`src/rtl/slk_pkg.sv`:
```
package slk_pkg;
  localparam int VAL_W = 8;
  localparam logic [VAL_W-1:0] SYM_STOP = 8'h01;
  localparam logic [VAL_W-1:0] SYM_GO   = 8'h02;

  typedef struct packed {
    logic             ctl;
    logic [VAL_W-1:0] val;
  } lchar_t;
endpackage

```
`src/rtl/slk_fifo.sv`:
```
module slk_fifo #(
  parameter int DEPTH = 32,
  parameter int W     = 8,
  localparam int AW   = (DEPTH > 1) ? $clog2(DEPTH) : 1,
  localparam int CW   = $clog2(DEPTH + 1)
) (
  input  logic          clk_i,
  input  logic          rst_ni,
  input  logic          wr_en_i,
  input  logic [W-1:0]  wr_data_i,
  input  logic          rd_en_i,
  output logic [W-1:0]  rd_data_o,
  output logic          vld_o,
  output logic [CW-1:0] level_o
);
  logic [W-1:0]  mem_q [DEPTH];
  logic [AW-1:0] wr_ptr_q, rd_ptr_q;
  logic [CW-1:0] cnt_q;
  logic          do_wr, do_rd;

  assign vld_o     = (cnt_q != '0);
  assign do_rd     = rd_en_i && vld_o;
  assign do_wr     = wr_en_i && (cnt_q != CW'(DEPTH));
  assign rd_data_o = mem_q[rd_ptr_q];
  assign level_o   = cnt_q;

  function automatic logic [AW-1:0] nxt(input logic [AW-1:0] p);
    return (p == AW'(DEPTH - 1)) ? '0 : p + 1'b1;
  endfunction

  always_ff @(posedge clk_i) begin
    if (do_wr) mem_q[wr_ptr_q] <= wr_data_i;
  end

  always_ff @(posedge clk_i or negedge rst_ni) begin
    if (!rst_ni) begin
      wr_ptr_q <= '0;
      rd_ptr_q <= '0;
      cnt_q    <= '0;
    end else begin
      if (do_wr) wr_ptr_q <= nxt(wr_ptr_q);
      if (do_rd) rd_ptr_q <= nxt(rd_ptr_q);
      case ({do_wr, do_rd})
        2'b10:   cnt_q <= cnt_q + 1'b1;
        2'b01:   cnt_q <= cnt_q - 1'b1;
        default: cnt_q <= cnt_q;
      endcase
    end
  end

  AST_NO_OVERFLOW: assert property (@(posedge clk_i) disable iff (!rst_ni)
    wr_en_i |-> (cnt_q != CW'(DEPTH)));
  AST_BOTH_KEEP_LEVEL: assert property (@(posedge clk_i) disable iff (!rst_ni)
    (do_wr && do_rd) |=> (cnt_q == $past(cnt_q)));
endmodule

```
`src/rtl/slk_flow.sv`:
```
module slk_flow
  import slk_pkg::*;
#(
  parameter int DEPTH    = 32,
  parameter int HEADROOM = 8,
  parameter int GO_LVL   = 8,
  localparam int CW      = $clog2(DEPTH + 1),
  localparam int STOP_LVL = DEPTH - HEADROOM
) (
  input  logic             clk_i,
  input  logic             rst_ni,
  input  logic [CW-1:0]    level_i,
  output logic             sym_vld_o,
  output logic [VAL_W-1:0] sym_code_o
);
  logic             stopped_q, pend_q;
  logic [VAL_W-1:0] code_q;

  always_ff @(posedge clk_i or negedge rst_ni) begin
    if (!rst_ni) begin
      stopped_q <= 1'b0;
      pend_q    <= 1'b0;
      code_q    <= SYM_GO;
    end else begin
      pend_q <= 1'b0;
      if (!stopped_q && level_i >= CW'(STOP_LVL)) begin
        stopped_q <= 1'b1;
        pend_q    <= 1'b1;
        code_q    <= SYM_STOP;
      end else if (stopped_q && level_i <= CW'(GO_LVL)) begin
        stopped_q <= 1'b0;
        pend_q    <= 1'b1;
        code_q    <= SYM_GO;
      end
    end
  end

  assign sym_vld_o  = pend_q;
  assign sym_code_o = code_q;

  AST_SYM_ONE_CYCLE: assert property (@(posedge clk_i) disable iff (!rst_ni)
    pend_q |=> !pend_q);
  AST_STOP_AT_LIMIT: assert property (@(posedge clk_i) disable iff (!rst_ni)
    (pend_q && code_q == SYM_STOP) |-> $past(level_i) >= CW'(STOP_LVL));
  AST_GO_AT_LIMIT: assert property (@(posedge clk_i) disable iff (!rst_ni)
    (pend_q && code_q == SYM_GO) |-> $past(level_i) <= CW'(GO_LVL));
endmodule

```
`src/rtl/slk_txgate.sv`:
```
module slk_txgate
  import slk_pkg::*;
(
  input  logic             clk_i,
  input  logic             rst_ni,
  input  logic             rx_ctl_vld_i,
  input  logic [VAL_W-1:0] rx_ctl_val_i,
  input  logic             sym_vld_i,
  input  logic [VAL_W-1:0] sym_code_i,
  input  logic             tx_vld_i,
  input  logic [VAL_W-1:0] tx_data_i,
  output logic             tx_rdy_o,
  output logic             lnk_vld_o,
  output lchar_t           lnk_char_o
);
  logic halt_q;

  always_ff @(posedge clk_i or negedge rst_ni) begin
    if (!rst_ni) begin
      halt_q <= 1'b0;
    end else if (rx_ctl_vld_i) begin
      if (rx_ctl_val_i == SYM_STOP)    halt_q <= 1'b1;
      else if (rx_ctl_val_i == SYM_GO) halt_q <= 1'b0;
    end
  end

  always_comb begin
    tx_rdy_o   = !sym_vld_i && !halt_q;
    lnk_vld_o  = sym_vld_i || (tx_vld_i && !halt_q);
    lnk_char_o = sym_vld_i ? lchar_t'{ctl: 1'b1, val: sym_code_i}
                           : lchar_t'{ctl: 1'b0, val: tx_data_i};
  end

  AST_SYM_PRIORITY: assert property (@(posedge clk_i) disable iff (!rst_ni)
    sym_vld_i |-> (lnk_vld_o && lnk_char_o.ctl && !tx_rdy_o));
  AST_HALT_NO_DATA: assert property (@(posedge clk_i) disable iff (!rst_ni)
    (rx_ctl_vld_i && rx_ctl_val_i == SYM_STOP) |=> !(lnk_vld_o && !lnk_char_o.ctl));
  AST_ODD_CTL_IGNORED: assert property (@(posedge clk_i) disable iff (!rst_ni)
    (rx_ctl_vld_i && rx_ctl_val_i != SYM_STOP && rx_ctl_val_i != SYM_GO)
      |=> $stable(halt_q));
endmodule

```
`src/rtl/slk_link_port.sv`:
```
module slk_link_port
  import slk_pkg::*;
#(
  parameter int DEPTH    = 32,
  parameter int HEADROOM = 8,
  parameter int GO_LVL   = 8
) (
  input  logic       clk_i,
  input  logic       rst_ni,
  input  logic       in_vld_i,
  input  logic [8:0] in_char_i,
  output logic       out_vld_o,
  output logic [7:0] out_data_o,
  input  logic       out_rdy_i,
  input  logic       tx_vld_i,
  input  logic [7:0] tx_data_i,
  output logic       tx_rdy_o,
  output logic       lnk_vld_o,
  output logic [8:0] lnk_char_o
);
  localparam int CW = $clog2(DEPTH + 1);

  lchar_t           in_c, lnk_c;
  logic             sym_vld;
  logic [VAL_W-1:0] sym_code;
  logic [CW-1:0]    level;

  assign in_c       = lchar_t'(in_char_i);
  assign lnk_char_o = lnk_c;

  slk_fifo #(.DEPTH(DEPTH), .W(VAL_W)) i_fifo (
    .clk_i     (clk_i),
    .rst_ni    (rst_ni),
    .wr_en_i   (in_vld_i && !in_c.ctl),
    .wr_data_i (in_c.val),
    .rd_en_i   (out_rdy_i),
    .rd_data_o (out_data_o),
    .vld_o     (out_vld_o),
    .level_o   (level)
  );

  slk_flow #(.DEPTH(DEPTH), .HEADROOM(HEADROOM), .GO_LVL(GO_LVL)) i_flow (
    .clk_i      (clk_i),
    .rst_ni     (rst_ni),
    .level_i    (level),
    .sym_vld_o  (sym_vld),
    .sym_code_o (sym_code)
  );

  slk_txgate i_txgate (
    .clk_i        (clk_i),
    .rst_ni       (rst_ni),
    .rx_ctl_vld_i (in_vld_i && in_c.ctl),
    .rx_ctl_val_i (in_c.val),
    .sym_vld_i    (sym_vld),
    .sym_code_i   (sym_code),
    .tx_vld_i     (tx_vld_i),
    .tx_data_i    (tx_data_i),
    .tx_rdy_o     (tx_rdy_o),
    .lnk_vld_o    (lnk_vld_o),
    .lnk_char_o   (lnk_c)
  );

  AST_OUT_STABLE_WHEN_HELD: assert property (@(posedge clk_i) disable iff (!rst_ni)
    (out_vld_o && !out_rdy_i) |=> (out_vld_o && $stable(out_data_o)));
endmodule

```
`config.mk`:
```
export PLATFORM = sky130hd
export DESIGN_NAME = slk_link_port
export DESIGN_NICKNAME = d
export VERILOG_FILES = /design/src/rtl/slk_pkg.sv /design/src/rtl/slk_fifo.sv /design/src/rtl/slk_flow.sv /design/src/rtl/slk_txgate.sv /design/src/rtl/slk_link_port.sv
export SDC_FILE = /design/constraint.sdc
export NUM_CORES = 1
export LEC_CHECK = 0
export CAP_MARGIN = 20
export CORE_ASPECT_RATIO = 1.75
export CORE_MARGIN = 5
export CORE_UTILIZATION = 47
export CTS_CLUSTER_DIAMETER = 200
export DETAILED_ROUTE_END_ITERATION = 7
export GPL_ROUTABILITY_DRIVEN = 1
export PLACE_DENSITY = 0.74
export REMOVE_ABC_BUFFERS = 1
export SLEW_MARGIN = 30
export SYNTH_ARGS = -nofsm -noshare
export SYNTH_HDL_FRONTEND = slang
export SYNTH_HIERARCHICAL = 1
export SYNTH_SLANG_ARGS = --single-unit
```
`constraint.sdc`:
```
create_clock -name clk_i -period 3.3 [get_ports clk_i]
set_input_delay 0.495 -clock clk_i [delete_from_list [all_inputs] [get_ports clk_i]]
set_output_delay 0.495 -clock clk_i [all_outputs]
set_load 0.05 [all_outputs]
```
# After elaboration in Yosys (flattened, before gate mapping)
# Memories as Yosys holds them, arrays and structs flattened.
# Cells that the tools add are included.
dict set report op_classes {
  n_reduce_logical 18
  n_addsub 4
  n_eq_ne 7
  order_cmp 2
  n_mux 14
}
# cell count
set ops {}
lappend ops {{2-to-1 mux 8 bit} 2}
lappend ops {{case mux 6 bit (2 select lines)} 1}
lappend ops {{adder 5 x 1 -> 5 bit (second input constant)} 2}
lappend ops {{== test 5 bit (second input constant)} 2}
lappend ops {{2-to-1 mux 5 bit} 2}
lappend ops {{2-to-1 mux 9 bit} 1}
lappend ops {{== test 8 x 1 -> 1 bit (second input constant)} 1}
lappend ops {{== test 8 x 2 -> 1 bit (second input constant)} 1}
lappend ops {{logical AND 1 bit} 8}
lappend ops {{2-to-1 mux 1 bit} 8}
lappend ops {{adder 6 x 1 -> 6 bit (second input constant)} 1}
lappend ops {{>= comparator 6 x 5 -> 1 bit (second input constant)} 1}
lappend ops {{less-or-equal comparator 6 x 4 -> 1 bit (second input constant)} 1}
lappend ops {{!= test 6 bit (second input constant)} 1}
lappend ops {{nonzero test 2 bit} 3}
lappend ops {{nonzero test 6 bit} 1}
lappend ops {{subtractor 6 x 1 -> 6 bit (second input constant)} 1}
lappend ops {{zero test 1 bit} 4}
lappend ops {{== test 2 x 1 -> 1 bit (second input constant)} 1}
lappend ops {{== test 2 bit (second input constant)} 1}
lappend ops {{AND reduction 2 bit} 1}
lappend ops {{logical OR 1 bit} 1}
dict set report word_totals {
  n_memories 1
  output_inout_bits 20
  mem_bits_rw 256
  regBits 27
}
# memory depth width rd rd_ports_with_merged_regs wr line_no
set mem_list {}
lappend mem_list {i_fifo.mem_q 32 8 1 0 1 slk_fifo.sv:16} ;# logic [W-1:0] mem_q [DEPTH];

# Depth between registers and ports, before layout
dict set report logic_depth {
  depth_word 5
  mapped_depth 11
}

# By module
# Netlist, hierarchy kept.
# mod cells_per_inst instances area_each_um2
set modules_own_cells {}
lappend modules_own_cells {slk_fifo 575 1 10976.8}
lappend modules_own_cells {slk_txgate 19 1 193.9}
lappend modules_own_cells {slk_flow 22 1 192.7}
lappend modules_own_cells {slk_link_port 2 1 16.3}

# Worst setup path after synthesis
# OpenSTA, ideal clock, no wires.
dict set report synth_path {
  kind {register to output}
  from {register i_fifo.rd_ptr_q[1]}
  to {output port out_data_o[6]}
  required_time_ns 2.805
  arrival_ns 2.637
  path_slack_ns 0.168
  path_stages_with_launch 7
  path_buffers 3
  path_cell_list {dfrtp_1 buf_2 buf_2 nor2_1 clkbuf_1 a211oi_1 a311oi_1}
}
dict set report synth_between {
  elab_chain_cells 1
}
# item line_no
set synth_lines {}
lappend synth_lines {{start: declaration} slk_fifo.sv:17} ;# logic [AW-1:0] wr_ptr_q, rd_ptr_q;
lappend synth_lines {{start signal: assignment} slk_fifo.sv:42} ;# if (do_rd) rd_ptr_q <= nxt(rd_ptr_q);
lappend synth_lines {{memory (32 x 8 bit)} --}
lappend synth_lines {{end: declaration} slk_link_port.sv:13} ;# output logic [7:0] out_data_o,
# Every way passes these cells.

# Final worst setup path
dict set report layout_path {
  from {register i_fifo.rd_ptr_q[0]}
  to {output port out_data_o[7]}
}
# Same word-level chain as after synthesis.

==> metrics.md <==
| Metric | Value |
|---|---|
| Post-route met1 wirelength | 8430 µm |
| Number of antenna violations at the first check in global routing | 0 |
| H-tree depth | 1 |
| Power density cells | 827 nW/µm² |
| DR WL met3 | 684 µm |
| Clock Skew | 0.00894 ns |
| Hold WC Path Type | primary input to asynchronous set/reset pin |
| Synthesized cell area | 11400 µm² |
| Final Cycle Share | 99.1% |
| Category of the worst setup path launch point | flop |
| ANT nets after route | 0 |
| Uppermost layer routed | met4 |
| Detailed route wirelength on metal2 | 13600 µm |
| Transition time of the tightest slew-check pin | 1.00 ns |
| Post-placement setup slack | -0.0640 ns |
| DRT Pass-1 Iters | 5 |
| Number of clock sinks seen by CTS | 276 |
| Share of the core filled with cells | 56.0% |
| Min Clock Period, post-route | 3.27 ns |
| Post-Layout Cell Count | 1048 |
| Final number of max-transition violations | 0 |
| Share of final-layout standard cells stronger than drive strength 1 | 26.6% |
| Setup violators final | 0 |
| CP Data Arrival Time | 2.78 ns |
| Die outline area | 27500 µm² |
| Number of warnings issued by yosys | 6 |
| Slew margin rel. | 33.1% |
| Post-synth ARST share | 7.25% |
| Max-cap check violation count | 0 |
| Type of the worst setup path | flop to output pin |
| Post-layout worst setup margin | 0.0300 ns |
| Via count of the first global-routing pass | 6397 |
| Detail-routed net length per standard cell | 22.5 µm |
| Top achievable clock speed | 0.306 GHz |
| DIE WIDTH | 128 µm |
| Placer Congestion | 0.845 |
| Largest net degree at the start of global routing | 45 |
| Count of unresolved DRC violations after routing | 0 |
| Core outline area | 23900 µm² |
| Total negative setup slack | 0 ns |
| Cell at the root of the clock tree | clkbuf_16 |
| Critical path required time | 2.80 ns |
| Overall fraction of global-route tracks in use | 17.4% |
| Synthesized netlist cell count | 618 |
| Hold Violations, Final | 0 |
| Number of distinct library cells after synthesis | 62 |
| First-pass GRT wire length | 36900 µm |
| Worst-Skew Late Latency | 0.50 ns |
| Synth Register Bits | 276 |
| Sequential cell area fraction in the yosys report | 72.0% |
| Die outline height | 216 µm |
| Final WL | 23600 µm |
| Worst reg2reg path startpoint | i_fifo/level_o[3]$_DFFE_PN0P_ |
| Net count reported at finish | 759 |
| Final antenna diode count | 0 |
| Mean area per synthesized cell | 18.4 µm² |
| Growth of design area from synthesis to finish | 17.7% |
| Via/cell ratio | 5.64 |
| Reg2Reg Depth | 9 |
| Biggest fanout along the worst timing path | 8 |
| Clock Tree Buf Depth | 3 |
| TritonCTS clock tree | yes |
| DR vias | 5907 |
| EDFF count, synth | 256 |
| Outcome | finished, final reports clean |
| Initial core utilization | 47.6% |
| Clock input transition at the sequential cells of the worst setup and hold paths | 0.07 ns |
| Max IR drop VDD | 0.627 mV |
| Reg2reg end | i_fifo/level_o[5]$_DFFE_PN0P_ |
| Post-Place Cells | 998 |
| Num CTS Buffers | 23 |
| Placed wire-length estimate after detailed placement | 15900 µm |
| Iteration-0 DRC Markers | 362 |
| Total overflow reported by the global router | 0 |
| Dominant synthesized flop cell | edfxtp_1 |
| PortBufs | 41 |
| Flop-to-flop setup slack | 0.08 ns |
| Row count | 75 |
| Element type at the critical path end | output pin |
| Setup repair after global routing missed its margin | true |
| LEAKAGE | 4.51 nW |
| Boundary Pins | 42 |
## area by class of cell
cell class | count | area, µm²
fill | 1769 | 10500
clock buffer | 26 | 587
timing repair buffer | 116 | 1100
multi-input combinational | 295 | 2940
clock inverter | 15 | 128
inverter | 12 | 57.6
sequential | 276 | 8200
tap | 308 | 385
## where the power goes
group	total [W]	internal [W]	switching, W
sequential	0.00433	0.00401	0.000320
combinational	0.00415	0.00197	0.00218
clock	0.00260	0.00144	0.00116
total	0.0111	0.00741	0.00366
## through the flow
stage / cell area (µm²) / hold slack (ns) / power [W]
finish: 13400 / 0.477 / 0.0111
global route: 13400 / 0.521 / 0.0115
CTS: 13300 / 0.490 / 0.0111
detailed placement: 12500 / 0.475 / 0.00836
global placement: 12500 / 0.471 / 0.00824
floorplan: 11100 / 0.199 / 0.00675
## metal layers
metal  vias up  track usage (%)
li1       2689                -
met1      3043             19.4
met2       142             33.4
met3        33             1.66
met4         0             7.19
met5         -                0
## cells by family (layout without fill, tap and decap cells)
family / after synthesis / count (layout) / share of synthesized area [%]
DFF: 276 / 276 / 72.0
and+or+nand+nor: 96 / 96 / 4.46
muxes: 91 / 91 / 13.4
AOI/OAI and AO/OA: 86 / 86 / 5.60
buffers and inverters: 52 / 169 / 2.83
adders and majority gates: 13 / 13 / 1.50
xor gates and xnor gates: 3 / 3 / 0.231
other: 1 / 6 / 0.0330
## Yosys cell counts, types with 3 or more instances
library cell / number / area, µm²
edfxtp_1: 256 / 7690
mux4_2: 48 / 1080
nor2_1: 40 / 150
mux2i_1: 33 / 330
dfrtp_1: 19 / 475
a21oi_1: 17 / 85.1
nand2_1: 16 / 60.1
buf_4: 13 / 97.6
ha_1: 12 / 150
o21ai_0: 12 / 60.1
inv_1: 11 / 41.3
mux2_2: 10 / 113
buf_2: 9 / 45.0
clkbuf_1: 9 / 33.8
a22o_1: 8 / 70.1
a22oi_1: 8 / 60.1
o221ai_1: 8 / 70.1
o22ai_1: 7 / 43.8
nand3b_1: 6 / 45.0
buf_6: 5 / 56.3
nand3_1: 5 / 25.0
a211oi_1: 4 / 30.0
nor2b_1: 4 / 25.0
a2111oi_0: 3 / 26.3
buf_1: 3 / 11.3
nor4_1: 3 / 18.8
or3b_2: 3 / 26.3
## cells in the final DEF, fill, tap and decap left out, types with 3 or more instances in the layout
cell type / n
edfxtp_1: 256
buf_4: 71
mux4_2: 48
nor2_1: 39
mux2i_1: 33
clkdlybuf4s50_1: 32
clkbuf_16: 23
a21oi_1: 17
nand2_1: 16
dfrtp_1: 16
inv_1: 11
o21ai_0: 11
ha_1: 11
mux2_2: 10
buf_12: 10
clkinv_1: 9
a22oi_1: 8
a22o_1: 8
o221ai_1: 8
o22ai_1: 7
nand3b_1: 6
conb_1: 6
nand3_1: 5
nor2b_1: 4
clkbuf_1: 3
a211oi_1: 3
a2111oi_2: 3
or3b_2: 3
nor4_1: 3
## what timing repair did
item                                   4_1_cts  5_1_grt
hold buffers                                 0        1
endpoints found under the hold margin        0       19
buffers inserted                             6        2
resized for setup                            8        7
setup endpoints to repair                    8        7
## worst max path at each step
stage                                    from                       endpoint  slack, ns  cells after the start
3_5_place_dp                     in_char_i[8]  i_fifo/level_o[5]$_DFFE_PN0P_      -0.06                     10
2_1_floorplan  i_fifo/rd_ptr_q[0]$_DFFE_PN0P_                  out_data_o[6]      -2.02                      4
5_1_grt        i_fifo/rd_ptr_q[1]$_DFFE_PN0P_                  out_data_o[6]      -0.05                      5
4_1_cts        i_fifo/rd_ptr_q[0]$_DFFE_PN0P_                  out_data_o[6]      -0.02                      6
3_3_place_gp                     in_char_i[8]  i_fifo/level_o[5]$_DFFE_PN0P_       0.08                     10
6_report       i_fifo/rd_ptr_q[0]$_DFFE_PN0P_                  out_data_o[7]       0.03                      6
## critical path: stages, from the launching register on
cell	delay [ns]
dfrtp_4	0.53
buf_4	0.18
mux4_2	0.49
a22o_1	0.26
a2111oi_2	0.44
a21oi_1	0.17
buf_12	0.19
## registers in the layout, summed over array words and instances (netlist names)
name and flops:
i_fifo/level_o 6, i_fifo/mem_q 256, i_fifo/rd_ptr_q 5, i_fifo/wr_ptr_q 5, i_flow/sym_code_o 2, i_flow/sym_vld_o 1, i_txgate/halt_q 1
(Power assumes the default switching activity.)
